## src/rtl/evlog_pkg.sv

```systemverilog
package evlog_pkg;
  // Phase signals of one bus cycle, grouped for the qualifier.
  typedef struct packed {
    logic sel;
    logic en;
    logic wr;
    logic rdy;
  } bus_phase_t;

  localparam int unsigned EVLOG_DATA_W = 32;
  localparam int unsigned EVLOG_ADDR_W = 12;
endpackage

```

## src/rtl/evlog_qual.sv

```systemverilog
module evlog_qual
  import evlog_pkg::*;
#(
  parameter int unsigned ADDR_W = EVLOG_ADDR_W,
  parameter logic [ADDR_W-1:0] OFFSET = '0
) (
  input  bus_phase_t        ph,
  input  logic [ADDR_W-1:0] paddr,
  output logic              hit_rd,
  output logic              rd_done
);
  logic addr_match;

  assign addr_match = (paddr == OFFSET);
  // The mux may present data during the whole read, setup phase included.
  assign hit_rd     = ph.sel & ~ph.wr & addr_match;
  // The side effect is tied to completion only.
  assign rd_done    = hit_rd & ph.en & ph.rdy;
endmodule

```

## src/rtl/evlog_flags.sv

```systemverilog
module evlog_flags #(
  parameter int unsigned W = 32
) (
  input  logic         clk,
  input  logic         rst_n,
  input  logic [W-1:0] ev,
  input  logic         clr_en,
  input  logic [W-1:0] clr_mask,
  output logic [W-1:0] flags_q,
  output logic [W-1:0] flags_d
);
  for (genvar i = 0; i < W; i++) begin : g_bit
    // An event wins over a clear landing on the same edge.
    assign flags_d[i] = (flags_q[i] & ~(clr_en & clr_mask[i])) | ev[i];

    always_ff @(posedge clk or negedge rst_n) begin
      if (!rst_n) flags_q[i] <= 1'b0;
      else        flags_q[i] <= flags_d[i];
    end
  end
endmodule

```

## src/rtl/evlog_irq.sv

```systemverilog
module evlog_irq #(
  parameter int unsigned W = 32
) (
  input  logic         clk,
  input  logic         rst_n,
  input  logic [W-1:0] flags_next,
  output logic         irq
);
  always_ff @(posedge clk or negedge rst_n) begin
    if (!rst_n) irq <= 1'b0;
    else        irq <= |flags_next;
  end
endmodule

```

## src/rtl/evlog_cor.sv

```systemverilog
module evlog_cor
  import evlog_pkg::*;
#(
  parameter int unsigned DATA_W = EVLOG_DATA_W,
  parameter int unsigned ADDR_W = EVLOG_ADDR_W,
  parameter logic [ADDR_W-1:0] LOG_OFFSET = ADDR_W'('h010)
) (
  input  logic              clk,
  input  logic              rst_n,
  input  logic              psel,
  input  logic              penable,
  input  logic              pwrite,
  input  logic              pready,
  input  logic [ADDR_W-1:0] paddr,
  input  logic [DATA_W-1:0] ev_pulse,
  output logic [DATA_W-1:0] rd_data,
  output logic              irq
);
  bus_phase_t        ph;
  logic              hit_rd;
  logic              rd_done;
  logic [DATA_W-1:0] flags_q;
  logic [DATA_W-1:0] flags_d;

  assign ph = '{sel: psel, en: penable, wr: pwrite, rdy: pready};

  evlog_qual #(.ADDR_W(ADDR_W), .OFFSET(LOG_OFFSET)) u_qual (
    .ph      (ph),
    .paddr   (paddr),
    .hit_rd  (hit_rd),
    .rd_done (rd_done)
  );

  // Read mux: a single mapped word, defined zero everywhere else.
  always_comb begin
    if (hit_rd) rd_data = flags_q;
    else        rd_data = '0;
  end

  // The clear mask is exactly what the bus is seeing this cycle.
  evlog_flags #(.W(DATA_W)) u_flags (
    .clk      (clk),
    .rst_n    (rst_n),
    .ev       (ev_pulse),
    .clr_en   (rd_done),
    .clr_mask (rd_data),
    .flags_q  (flags_q),
    .flags_d  (flags_d)
  );

  evlog_irq #(.W(DATA_W)) u_irq (
    .clk        (clk),
    .rst_n      (rst_n),
    .flags_next (flags_d),
    .irq        (irq)
  );
endmodule

```

## config.mk

```make
export PLATFORM = sky130hd
export DESIGN_NAME = evlog_cor
export DESIGN_NICKNAME = d
export VERILOG_FILES = /design/src/rtl/evlog_pkg.sv /design/src/rtl/evlog_qual.sv /design/src/rtl/evlog_flags.sv /design/src/rtl/evlog_irq.sv /design/src/rtl/evlog_cor.sv
export SDC_FILE = /design/constraint.sdc
export NUM_CORES = 1
export LEC_CHECK = 0
export ABC_AREA = 0
export BUFFER_PORTS_ARGS = -buffer_cell sky130_fd_sc_hd__buf_2
export CAP_MARGIN = 20
export CORE_MARGIN = 3
export CORE_UTILIZATION = 45
export CTS_CLUSTER_DIAMETER = 80
export DETAILED_ROUTE_END_ITERATION = 12
export MAX_ROUTING_LAYER = met4
export PLACE_DENSITY = 0.79
export SLEW_MARGIN = 10
export SYNTH_ARGS = -nofsm -noshare
export SYNTH_HDL_FRONTEND = slang
export SYNTH_HIERARCHICAL = 1
export SYNTH_SLANG_ARGS = --single-unit
export TNS_END_PERCENT = 100
```

## constraint.sdc

```tcl
create_clock -name clk -period 2.15 [get_ports clk]
set_input_delay 0.3225 -clock clk [delete_from_list [all_inputs] [get_ports clk]]
set_output_delay 0.3225 -clock clk [all_outputs]
set_load 0.05 [all_outputs]
```

==> key figures, run 1 <==
Status
  • Status: finished with violations
  • Violated checks: setup timing

Critical path
  • Crit path max fanout: 8
  • Critical path, cell by cell: buf_6 -> or4b_4 -> nor4b_4 -> buf_4 -> buf_16 -> and2_4 -> nand2_1 -> a21o_1 -> nor4_2 -> nand4_1 -> or2_1
  • Startpoint Class: input port
  • Critical Path Start: paddr[2]
  • Max incr delay on CP: roughly 560 ps
  • R2r startpoint: u_flags/flags_q[0]
  • Critical path's slowest cell: or4b_4
  • WS Path Type: input port to flip-flop
  • CP Capture Type: flip-flop
  • WP data required: roughly 2400 ps
  • Crit path DAT: 2800 ps

Timing
  • Hold WS: around 42 ps
  • Total Neg Setup Slack: -6557 ps
  • Post-layout minimum cycle time: roughly 2600 ps
  • Slew @ Worst Pin: between 700 and 800 ps
  • Crit share post-route: 119.6%
  • F_max: 388.9 MHz
  • Rel. slew slack: about half
  • Final setup violation count: 33
  • Final hold violation count: 0
  • Worst setup margin: -421.1 ps
  • Unrepaired setup endpoints after global routing: true
  • Clk_skew: a little under 9 ps
  • Count of pins over their slew limit: 0

Drt
  • Met3 wire length: between 300 and 400 um
  • DRT iter0 DRCs: between 90 and 100
  • Vias per std cell: between 5 and 6
  • Final wirelength: approximately 5800 um
  • Met2 WL: between 3000 and 4000 um
  • Top sig layer: met4
  • ANT nets after route: 0
  • Drt pass-1 iters: 4
  • Met1 wire length: about 2300 um
  • Via count: 1,677
  • Drt wl/cell: 18.14 um
  • DRC viols: 0

Placement
  • Post-DP HPWL: approximately 3000 um
  • RePlAce Congestion: 0.7834
  • PortBufs: 82
  • Cells after DPL: around 300
  • Place WS: -737.1 ps

Logic synthesis
  • Number of synthesis warnings: 6
  • Post-synthesis cell type count: 15
  • Dominant cells by area after synthesis: dfrtp_1 (51%), a21o_1 (15%), and2_2 (15%)
  • Top FF cell, synth: dfrtp_1
  • Post-synthesis cell area: between 1500 and 2000 um2
  • Share of the synthesized area in the top cell type: around half
  • Synthesized Nets: 203
  • #FFs+latches synth: 33
  • Post-Syn Instances: roughly 150
  • Post-synth top area cell: dfrtp_1
  • Seq/Total Area, Yosys: 50.97%
  • Async set-reset flop share out of synthesis: 100.0%
  • Syn Area/Cell: 10.59 um2
  • EDFF count, synth: 0

CTS
  • Num Clock Sinks: 33
  • CTS tree: built
  • H-tree depth: 2
  • Worst skew pair latency: between 300 and 400 ps
  • CTS max path bufs: 2
  • Clk slew on worst S/H paths: 110 ps
  • Hold_buf cts: 0
  • CTS root buf: clkbuf_4
  • TritonCTS buffer count: 5

Global route
  • First-pass GRT wire length: about 9000 um
  • GRT Total Usage: just under 30%
  • Largest net degree at the start of global routing: 34
  • Vias in the first global route: 1,836
  • Initial antenna violation count: 0
  • Global route overflow: 0

Finish
  • Area of the multi-input gates: slightly below 900 um2
  • Area growth from synthesis to layout: 86.25%
  • Post-layout util: just under 90%
  • Fin nets: between 300 and 400
  • Register area: roughly 830 um2
  • Layout Cells excl Fill: between 300 and 400
  • Fillers: about 150
  • Share of cells above drive strength 1: ~63%
  • N_diodes: 0

Die
  • Die ar.: between 4000 and 5000 um2
  • Row cnt: 21
  • Starting Density: a little under half
  • Core area: ~3400 um2
  • Die H: 66.01 um
  • Die width: roughly 66 um
  • Top Ports: 83

Power and ir drop
  • P_leak: 0.001271 uW
  • Worst IR Drop VDD: slightly below 0.4 mV
  • PD cells: about 340 nW/um2
  • Sequential share of power: 60.0%
  • P_int: 783.4 uW
  • Clock power frac: about 33%
  • P_sw: 250.7 uW
  • Power share of the combinational group: 6.9%
  • Sw Share: 24.25%

Worst hold path
  • Min-delay worst type: input port to async pin

Run
  • Max cap viols: 0
## timing repair
item                       CTS  global route
setup endpoints to repair   33            33
resized for setup          123            14
setup buffers                6             1
gates cloned                 6             0
pin swaps                   20             7
## registers in the layout, summed over array words and instances (netlist names)
register         count
u_flags/flags_q     32
u_irq/irq            1
## stage by stage
| stage | power [uW] | cell area, um2 |
|---|---|---|
| 3_5_place_dp | 698.5 | 2291 |
| 5_1_grt | 1083 | 3018 |
| 2_1_floorplan | 639.5 | 1670 |
| 3_3_place_gp | 698.2 | 2291 |
| 4_1_cts | 1043 | 2955 |
| 6_report | 1034 | 3018 |
## power groups by stage
stage	combinational (uW)	sequential [uW]	clock, uW
after CTS	69.4	620	353
after detailed placement	66.1	632	0
final	70.9	620	343
after global placement	65.8	632	0
after floorplan	6.85	633	0
after global routing	78.1	621	385
## final timing paths
path	end	slack [ps]	cells past startpoint
min in group clk	u_flags/flags_q[4]	200	2
max in group asynchronous	u_flags/flags_q[12]	1640	1
min reg2reg	u_flags/flags_q[30]	530	1
min	u_flags/flags_q[28]	40	1
max reg2reg	u_irq/irq	550	6
max	u_irq/irq	-420	11
## metal layers
layer | track usage (%) | up-vias
met3 | 6.973 | 6
met1 | 33.22 | 813
met5 | - | -
met2 | 50.94 | 85
li1 | - | 773
met4 | 6.599 | 0
## cell usage in the layout, fill, tap and decap left out
cell / Yosys / layout
buf_16: 0 / 5
and2_4: 0 / 28
clkbuf_4: 0 / 5
or4b_4: 0 / 2
nand2_2: 0 / 1
buf_6: 3 / 22
or2_1: 1 / 1
and2_2: 32 / 4
clkinv_2: 0 / 2
buf_12: 0 / 2
nor4_2: 2 / 6
nor2_1: 1 / 1
buf_2: 0 / 48
nand2_1: 32 / 31
dfrtp_1: 33 / 33
nand4_1: 2 / 2
nor4b_4: 0 / 1
buf_4: 0 / 10
nor4_4: 0 / 3
or4_4: 0 / 1
a21o_1: 32 / 32
buf_8: 0 / 31
nand4bb_1: 1 / 1
clkinvlp_4: 0 / 1
## cells by family (layout without fill, tap and decap cells)
family | Yosys count | after routing | share of synthesized area [%]
simple gates | 82 | 82 | 31.20
flops | 33 | 33 | 50.97
compound gates | 32 | 32 | 14.83
buf+inv | 6 | 126 | 3.011
## worst max-delay path: cells and delay by family
| family | cells | cell delay (ps) |
|---|---|---|
| and+or+nand+nor | 7 | 1830 |
| buffers and inverters | 3 | 440 |
| AOI/OAI and AO/OA | 1 | 200 |
## final cells by class
type / instances / share of cell area [%]
Clock inverter: 3 / 0.5804
Tap cell: 46 / 1.907
Sequential cell: 33 / 27.36
Multi-Input combinational cell: 114 / 28.94
Timing Repair Buffer: 118 / 39.97
Clock buffer: 5 / 1.244
## Yosys cell counts, types with 2 or more instances
cell type,number
clkbuf_2,3
buf_6,3
nand4_1,2
nor4_2,2
dfrtp_1,33
a21o_1,32
nand2_1,32
nor4_1,7
or4b_1,2
and2_2,32
(Power assumes the default switching activity.)
==> run 2: changes to the inputs <==
clock period = 2.6 ns   (was 2.15 ns; I/O delays follow)
==> key figures, run 2 (synthesis results as in run 1) <==
Global route
  • Global route overflow: 0 (unchanged)
  • First-pass GRT wire length: 6396 um (-29%)
  • GRT Total Usage: 19.70% (-9.2 points)
  • Vias in the first global route: 1,473 (-20%)
  • Initial antenna violation count: 0 (unchanged)
  • Largest net degree at the start of global routing: 34 (unchanged)

Finish
  • Area of the multi-input gates: 809.5 um2 (-7.3%)
  • N_diodes: 0 (unchanged)
  • Reg with most FFs: u_flags/flags_q
  • Share of cells above drive strength 1: 58.46% (-4.5 points)
  • Most frequent cells in the layout: buf_2 (80), dfrtp_1 (33), nand2_1 (32), a21o_1 (32), and2_4 (23)
  • Register area: 825.8 um2 (unchanged)
  • Largest regs: u_flags/flags_q x32, u_irq/irq x1
  • Area growth from synthesis to layout: 45.71%
  • Max reg flops: 32 (unchanged)
  • Commonest non-fill, non-tap cell in the layout: buf_2
  • Fillers: 270 (+75%)
  • Fin nets: 309 (-4.0%)
  • Post-layout util: 69.66% (-19 points)

Placement
  • RePlAce Congestion: 0.7826 (-0.10%)
  • Post-DP HPWL: 2954 um (+0.57%)
  • Place WS: -348.6 ps (+388.5 ps)
  • PortBufs: 82 (unchanged)

Drt
  • DRC viols: 0 (unchanged)
  • Final wirelength: 3940 um (-32%)
  • Vias per std cell: 4.853 (-7.7%)
  • DRT iter0 DRCs: 32 (-67%)
  • Via count: 1,485 (-11%)
  • ANT nets after route: 0 (unchanged)
  • Drt pass-1 iters: 5 (+1)
  • Drt wl/cell: 12.88 um (-29%)

CTS
  • Num Clock Sinks: 33 (unchanged)
  • CTS max path bufs: 2 (unchanged)
  • Worst skew pair latency: 340 ps (about the same)
  • Clk slew on worst S/H paths: 100 ps (about the same)
  • H-tree depth: 2 (unchanged)
  • CTS root buf: clkbuf_4
  • Hold_buf cts: 0 (unchanged)
  • CTS tree: built
  • Post-CTS setup buffer count: 0 (-6)
  • TritonCTS buffer count: 5 (unchanged)

Timing
  • Rel. slew slack: 52.35% (+0.95 points)
  • Count of pins over their slew limit: 0 (unchanged)
  • Final hold violation count: 0 (unchanged)
  • Final setup violation count: 0 (-100%)
  • Post-layout minimum cycle time: about 2500 ps
  • Worst setup margin: 99.08 ps (+520.2 ps)
  • Crit share post-route: 96.19%
  • Slew @ Worst Pin: 714.8 ps (-14.21 ps)
  • Clk_skew: 5.866 ps (-2.848 ps)
  • Unrepaired setup endpoints after global routing: false
  • F_max: 399.9 MHz

Die
  • Die width: 66.01 um (unchanged)
  • Die ar.: 4357 um2 (unchanged)
  • Die H: 66.01 um (unchanged)
  • Row cnt: 21 (unchanged)
  • Starting Density: 47.80% (unchanged)
  • Core area: 3390 um2 (unchanged)
  • Top Ports: 83 (unchanged)

Critical path
  • WP data required: 2210 ps (-170 ps)
  • Startpoint Class: input port
  • Critical path, cell by cell: buf_2 -> or4b_4 -> nor4b_4 -> buf_12 -> and2_2 -> buf_4 -> buf_2
  • CP Capture Type: output port
  • Critical path's slowest cell: or4b_4
  • Critical path's top delay family: simple AND/OR/NAND/NOR gates
  • Most Frequent Cell on Critical Path: buf_2
  • WS Path Type: input port to output port
  • WP buf/inv: 4 (+1)
  • Max incr delay on CP: 540 ps (-20 ps)
  • Crit path max fanout: 31 (+23)
  • Crit path DAT: 2110 ps (-690 ps)

Power and ir drop
  • Worst IR Drop VDD: 0.3074 mV (-23%)
  • PD cells: 357.7 nW/um2 (+4.4%)
  • Total chip power: 844.6 uW (-18%)
  • P_leak: 0.001064 uW (-16%)

Run
  • Max cap viols: 0 (unchanged)

Status
  • Status: completed

Worst hold path
  • Min-delay worst type: input port to async pin
==> run 2: final cells by class <==
cell class                      count  area share, %
Clock inverter                      3         0.7419
Timing Repair Buffer              105          25.97
Tap cell                           46          2.438
Multi-Input combinational cell    114          34.29
Sequential cell                    33          34.98
Clock buffer                        5          1.590
==> run 2: per-layer routing <==
layer | GRT usage, % | up-vias | wire (um)
met5 | - | - | 0
li1 | - | 734 | -
met1 | 25.27 | 681 | 1737
met3 | 5.612 | 7 | 379
met4 | 4.569 | 0 | 39
met2 | 31.16 | 63 | 1783
==> run 2: final timing paths <==
| check | from | endpoint | slack [ps] | cells after the start |
|---|---|---|---|---|
| max | pwrite | rd_data[1] | 100 | 7 |
| max in group asynchronous | rst_n | u_flags/flags_q[12] | 2050 | 1 |
| min in group clk | ev_pulse[10] | u_flags/flags_q[10] | 250 | 2 |
| max reg2reg | u_flags/flags_q[21] | u_irq/irq | 1040 | 6 |
| min reg2reg | u_flags/flags_q[31] | u_flags/flags_q[31] | 500 | 1 |
| min | rst_n | u_flags/flags_q[28] | 100 | 1 |
==> run 2: what timing repair did <==
item | 4_1_cts | 5_1_grt
endpoints found under the hold margin | 0 | 0
setup endpoints to repair | 0 | 3
resized for setup | 0 | 4
==> run 2: through the flow <==
step | setup TNS [ps] | hold WS (ps) | cells | area [um2]
4_1_cts | 0 | 105.3 | 306 | 2346
5_1_grt | 0 | 121.4 | 306 | 2361
2_1_floorplan | -83.57 | 94.41 | 153 | 1670
6_report | 0 | 99.21 | 306 | 2361
3_3_place_gp | -340.1 | 473.6 | 298 | 2291
3_5_place_dp | -348.6 | 477.4 | 298 | 2291
==> run 2: power by group <==
| part | internal, uW | switching [uW] |
|---|---|---|
| registers | 513 | 0.000000725 |
| clock network | 102 | 175 |
| logic | 30.6 | 24.0 |
